**src/rtl/xcvr_pkg.sv**
```systemverilog
`timescale 1ns/1ps
package xcvr_pkg;
  parameter int unsigned XCVR_W = 18;

  // Control bundle of one direction, enable already normalised to active high
  typedef struct packed {
    logic le;
    logic cap;
    logic oe;
  } lane_ctl_t;

  // What the storage element does on the coming edge
  typedef enum logic [1:0] {
    ST_KEEP = 2'd0,
    ST_PASS = 2'd1,
    ST_LOAD = 2'd2
  } store_op_t;
endpackage

```
**src/rtl/xcvr_sync.sv**
```systemverilog
`timescale 1ns/1ps
module xcvr_sync
  import xcvr_pkg::*;
#(
  parameter int unsigned W = XCVR_W
) (
  input  logic          clk,
  input  logic          rst_n,
  input  logic [W-1:0]  d_pin,
  input  lane_ctl_t     ctl_pin,
  output logic [W-1:0]  d_smp,
  output lane_ctl_t     ctl_smp,
  output logic          cap_prev
);
  // One sampling stage, plus the previous sample of the capture clock
  always_ff @(posedge clk) begin
    if (!rst_n) begin
      d_smp    <= '0;
      ctl_smp  <= '0;
      cap_prev <= 1'b0;
    end else begin
      d_smp    <= d_pin;
      ctl_smp  <= ctl_pin;
      cap_prev <= ctl_smp.cap;
    end
  end
endmodule

```
**src/rtl/xcvr_store.sv**
```systemverilog
`timescale 1ns/1ps
module xcvr_store
  import xcvr_pkg::*;
#(
  parameter int unsigned W = XCVR_W
) (
  input  logic          clk,
  input  logic          rst_n,
  input  logic [W-1:0]  d_smp,
  input  logic          le_smp,
  input  logic          cap_smp,
  input  logic          cap_prev,
  output logic [W-1:0]  q
);
  store_op_t op;
  logic      rise;

  assign rise = cap_smp & ~cap_prev;

  // Level control dominates; an edge only matters while it is low
  always_comb begin
    if (le_smp)    op = ST_PASS;
    else if (rise) op = ST_LOAD;
    else           op = ST_KEEP;
  end

  always_ff @(posedge clk) begin
    if (!rst_n) begin
      q <= '0;
    end else begin
      unique case (op)
        ST_PASS, ST_LOAD: q <= d_smp;
        default:          q <= q;
      endcase
    end
  end
endmodule

```
**src/rtl/xcvr_lane.sv**
```systemverilog
`timescale 1ns/1ps
module xcvr_lane
  import xcvr_pkg::*;
#(
  parameter int unsigned W        = XCVR_W,
  parameter bit          OE_ACT_LO = 1'b0
) (
  input  logic          clk,
  input  logic          rst_n,
  input  logic [W-1:0]  d_pin,
  input  logic          oe_pin,
  input  logic          le_pin,
  input  logic          cap_pin,
  output logic [W-1:0]  q,
  output logic          drive
);
  logic          oe_norm;
  lane_ctl_t     ctl_pin;
  lane_ctl_t     ctl_smp;
  logic [W-1:0]  d_smp;
  logic          cap_prev;

  generate
    if (OE_ACT_LO) begin : g_oe_low
      assign oe_norm = ~oe_pin;
    end else begin : g_oe_high
      assign oe_norm = oe_pin;
    end
  endgenerate

  assign ctl_pin = '{le: le_pin, cap: cap_pin, oe: oe_norm};

  xcvr_sync #(.W(W)) u_sync (
    .clk      (clk),
    .rst_n    (rst_n),
    .d_pin    (d_pin),
    .ctl_pin  (ctl_pin),
    .d_smp    (d_smp),
    .ctl_smp  (ctl_smp),
    .cap_prev (cap_prev)
  );

  xcvr_store #(.W(W)) u_store (
    .clk      (clk),
    .rst_n    (rst_n),
    .d_smp    (d_smp),
    .le_smp   (ctl_smp.le),
    .cap_smp  (ctl_smp.cap),
    .cap_prev (cap_prev),
    .q        (q)
  );

  // Drive flag is aligned with the stored word
  always_ff @(posedge clk) begin
    if (!rst_n) drive <= 1'b0;
    else        drive <= ctl_smp.oe;
  end
endmodule

```
**src/rtl/dual_path_xcvr.sv**
```systemverilog
`timescale 1ns/1ps
module dual_path_xcvr
  import xcvr_pkg::*;
#(
  parameter int unsigned W = XCVR_W
) (
  input  logic          clk,
  input  logic          rst_n,
  input  logic [W-1:0]  a_in,
  input  logic          ab_oe,
  input  logic          ab_le,
  input  logic          ab_cap,
  input  logic [W-1:0]  b_in,
  input  logic          ba_oe_n,
  input  logic          ba_le,
  input  logic          ba_cap,
  output logic [W-1:0]  b_out,
  output logic          b_drive,
  output logic [W-1:0]  a_out,
  output logic          a_drive,
  output logic          clash
);
  xcvr_lane #(.W(W), .OE_ACT_LO(1'b0)) u_ab (
    .clk     (clk),
    .rst_n   (rst_n),
    .d_pin   (a_in),
    .oe_pin  (ab_oe),
    .le_pin  (ab_le),
    .cap_pin (ab_cap),
    .q       (b_out),
    .drive   (b_drive)
  );

  xcvr_lane #(.W(W), .OE_ACT_LO(1'b1)) u_ba (
    .clk     (clk),
    .rst_n   (rst_n),
    .d_pin   (b_in),
    .oe_pin  (ba_oe_n),
    .le_pin  (ba_le),
    .cap_pin (ba_cap),
    .q       (a_out),
    .drive   (a_drive)
  );

  assign clash = a_drive & b_drive;
endmodule

```
**config.mk**
```make
export PLATFORM = sky130hd
export DESIGN_NAME = dual_path_xcvr
export DESIGN_NICKNAME = d
export VERILOG_FILES = /design/src/rtl/xcvr_pkg.sv /design/src/rtl/xcvr_sync.sv /design/src/rtl/xcvr_store.sv /design/src/rtl/xcvr_lane.sv /design/src/rtl/dual_path_xcvr.sv
export SDC_FILE = /design/constraint.sdc
export NUM_CORES = 1
export LEC_CHECK = 0
export ABC_AREA = 1
export BUFFER_PORTS_ARGS = -buffer_cell sky130_fd_sc_hd__buf_2
export CAP_MARGIN = 10
export CORE_ASPECT_RATIO = 0.75
export CORE_MARGIN = 2
export CORE_UTILIZATION = 25
export CTS_CLUSTER_DIAMETER = 120
export CTS_CLUSTER_SIZE = 8
export DETAILED_ROUTE_END_ITERATION = 10
export PLACE_DENSITY_LB_ADDON = 0.05
export SYNTH_ARGS = -nofsm -noshare
export SYNTH_HDL_FRONTEND = slang
export SYNTH_HIERARCHICAL = 1
export SYNTH_SLANG_ARGS = --single-unit
```
**constraint.sdc**
```tcl
create_clock -name clk -period 1 [get_ports clk]
set_input_delay 0.1 -clock clk [delete_from_list [all_inputs] [get_ports clk]]
set_output_delay 0.1 -clock clk [all_outputs]
set_load 0.05 [all_outputs]
```
Yosys cells after proc, flatten, opt, wreduce, memory -nomap -nowiden
Index checks and enable logic that the tools add are counted.

Register bits: 82. Output and inout port bits: 39. Logic and storage cells: 30.

Equality and inequality tests: 4. Muxes and demuxes: 4. Bitwise operators: 6. Reductions and logical operators: 2.

Operator list (number): $mux W2 (4); $eq A2 B1 Y1 const B (2); $eq A2 B2 Y1 const B (2); $reduce_or A2 Y1 (2); $and A1 B1 Y1 (3); $not A1 Y1 (3).

Logic depth before layout (Yosys ltp)
Word-level depth: 6. Depth in mapped cells: 6.

Modules after synthesis
Netlist, hierarchy kept.

Modules (own cells, without submodules): xcvr_store (instances 2, cells each 119, area an instance 908.4 um^2, seq. area each 360.3 um^2); xcvr_sync (instances 2, cells each 68, area an instance 628.1 um^2, seq. area each 440.4 um^2); xcvr_lane (u_ba) (instances 1, cells each 4, area an instance 31.3 um^2, seq. area each 20.0 um^2); xcvr_lane (u_ab) (instances 1, cells each 3, area an instance 27.5 um^2, seq. area each 20.0 um^2); dual_path_xcvr (instances 1, cells each 2, area an instance 7.5 um^2, seq. area each 0.0 um^2).

Worst setup path after synthesis
Ideal clock, no wire load.

Path type: flip-flop to output port. Start: reg u_ba.drive. End: out clash. Arrival time: 1034 ps. Required time: 900 ps. Slack: -134 ps. Cell stages (with the launch flop): 3. Path through: dfxtp_1 -> nand2_1 -> inv_1.

Longest elaborated chain between the ends: 1.

Ends and longest elaborated chain: from (decl) (RTL line xcvr_lane.sv:15) `output logic drive`; from (signal assigned) (RTL line xcvr_lane.sv:56) `else drive <= ctl_smp.oe;`; $and A1 B1 Y1 (RTL line dual_path_xcvr.sv:45) `assign clash = a_drive & b_drive;`; to (decl) (RTL line dual_path_xcvr.sv:21) `output logic clash`.

No other way between the ends.

Worst setup path in the final report
Start: reg u_ab.drive. End: out clash.

Longest elaborated chain between the ends: 1.

Ends and longest elaborated chain (RTL line): from (decl) (xcvr_lane.sv:15); from (signal assigned) (xcvr_lane.sv:56); $and A1 B1 Y1 (dual_path_xcvr.sv:45).

No other way between the ends.

==> metrics.txt <==
status=complete, no violations; Ports=83; DR DRC count=0; Mapped Cells=383; number of synthesized register bits=82; share of the synthesized area in the top cell type=0.5229; kind of critical path=reg2out; RSZ-0062 raised after global routing=true; drt total wl=6656 um; CTS tree=yes; Yosys top cell by area=dfxtp_1; Vias=2578; DRT Pass-1 Iters=4; GR Util met1=0.1294; leakage power=2.516 nW; worst skew pair latency=0.33 ns; pwr dens=1802 nW/um2; area of the multi-input gates=just under 1000 um2; placed wire-length estimate=between 4000 and 5000 um; Placeable Area=about 12000 um2; met2 Resource Use GR=0.1515; Slew Limit Fails=0; worst slew pin tran=0.2216 ns; # port buffers=82; largest net degree at the start of global routing=47; wire length per cell=9.817 um; Num CTS Buffers=9; Design Area, Final=4693 um2; Antenna Nets Post-Route=0; Die Wd=roughly 130 um; Starting Density=0.2560; Sequential cell area=1655 um2; total track usage=0.1017; dpl cell area=3722 um2; EDFF count, synth=0; Max clock buf depth=2; Avg Vias per Cell=3.802; met3 Track Usage GR=0.04072; count leader, synth=inv_1; Iter 0 DRT Violations=92; CTS Sinks=82; number of global-route vias before repair=2254; final setup margin=~0.0027 ns; site row count=35; first-pass GRT wire length=10700 um; most common library cells after synthesis=inv_1, nand2_1, dfxtp_1; # diodes=0; Syn Area/Cell=8.197 um2; Final Wtd Congestion=0.6544; Worst-path clk slew=0.06 ns; maxcap violations=0; Die Y=101.0 um; Synth area leaders=dfxtp_1, inv_1, nand2_1; dpl ws=0.05141 ns; share of layout cells above drive strength 1=0.2969; Worst Path Arrival=0.90 ns; min cycle time layout=0.9973 ns; global route hottest layer=met2; worst-path fanout max=2; fin crit share=0.9973; Worst Skew=about 0.005 ns; fillers=1278; startpoint types=flop; synthesized area=3139 um2; Setup crit end kind=primary output; final hold viol count=0; initial antenna violation count=0; Hold WC Path Type=in2reg; synth unique cells=12; Root Buffer=clkbuf_16; sequential-to-total area share from yosys stat=0.5229; grt total ovfl=0; area delta synth->final=49.50%; final setup violation count=0; Max Freq=between 1000 and 1500 MHz; Slew headroom=0.8523; final net count=approximately 550; Worst VDD drop=0.7509 mV; Die Footprint=13480 um2; Setup TNS=0 ns; Util after Layout=0.3828; total of warnings raised by yosys=6; Post-synth top flop=dfxtp_1; Worst Path Required=0.90 ns; Synth async-reset ratio=0; H-Tree Depth=3; synthesized net count=around 430
through the flow:
stage | power (mW) | hold slack (ns) | instances
finish | 8.458 | 0.008580 | 678
global route | 8.892 | 0.009619 | 678
CTS | 8.554 | 0.007353 | 677
detailed placement | 4.941 | 0.2828 | 620
global placement | 4.930 | 0.2805 | 620
floorplan | 4.617 | 0.1935 | 383
final cells by class:
class | instances | area share
clock inverters | 2 | 0.007465
clock buffers | 14 | 0.05625
flip-flops and latches | 82 | 0.3527
well taps | 166 | 0.04425
inverters | 88 | 0.07038
multi-input cells | 193 | 0.2079
repair buffers | 133 | 0.2610
power breakdown:
part           internal, mW  switching, mW  total, mW
Combinational         0.653          0.889       1.54
Clock                  2.07           1.24       3.31
Sequential             3.49          0.110       3.60
Total                  6.22           2.24       8.46
logic make-up (layout without fill, tap and decap cells):
group | Yosys count | after routing | share of synthesized area
and+or+nand+nor | 157 | 157 | 0.2451
buffers and inverters | 108 | 237 | 0.1746
DFF | 82 | 82 | 0.5229
AOI/OAI and AO/OA | 36 | 36 | 0.05739
final timing paths:
path,slack (ns),startpoint,endpoint,cells past startpoint
setup reg to reg,0.06,u_ba/u_sync/cap_prev$_SDFF_PN0_,u_ba/u_store/q[5]$_SDFFE_PN0P_,5
hold reg to reg,0.41,u_ab/u_sync/ctl_smp[0]$_SDFF_PN0_,u_ab/drive$_SDFF_PN0_,2
setup / recovery,0.003,u_ab/drive$_SDFF_PN0_,clash,3
hold / removal,0.009,ab_cap,u_ab/u_sync/ctl_smp[1]$_SDFF_PN0_,3
critical path, stage by stage, from the launching register on:
cell	delay, ns
dfxtp_2	0.33
nand2_2	0.05
inv_2	0.05
buf_8	0.13
routing by layer:
| layer | share of wire | vias to the layer above |
|---|---|---|
| li1 | - | 1375 |
| met1 | 0.48 | 1132 |
| met2 | 0.44 | 59 |
| met3 | 0.056 | 12 |
| met4 | 0.018 | 0 |
| met5 | 0 | - |
repair_timing:
item                       CTS  global route
cloned                       0             1
gates resized for setup     46            37
hold buffers                41             0
setup endpoints to repair   39            33
hold endpoints to repair    41             0
pin swaps                    1             0
setup buffers                0             0
layout by cell type (no fill, tap or decap):
master	instances
inv_1	83
nand2_1	82
dfxtp_1	71
buf_2	43
dlygate4sd3_1	41
nor2_1	36
a21oi_1	32
buf_6	25
nand3_2	24
buf_4	12
nand3_1	12
dfxtp_2	11
clkbuf_16	10
buf_12	9
inv_2	5
a21oi_2	4
clkbuf_1	3
clkbuf_8	2
nand2_2	1
clkinv_2	1
bufinv_16	1
clkbuf_4	1
buf_8	1
nand2_4	1
nand2_8	1
state kept, by name, summed over array words and instances (netlist names), 3 cells and up:
| signal | count |
|---|---|
| u_ab/u_store/q | 18 |
| u_ba/u_sync/d_smp | 18 |
| u_ba/u_sync/ctl_smp | 3 |
| u_ab/u_sync/d_smp | 18 |
| u_ab/u_sync/ctl_smp | 3 |
| u_ba/u_store/q | 18 |
Note: power is estimated with default switching activity, not from simulation.
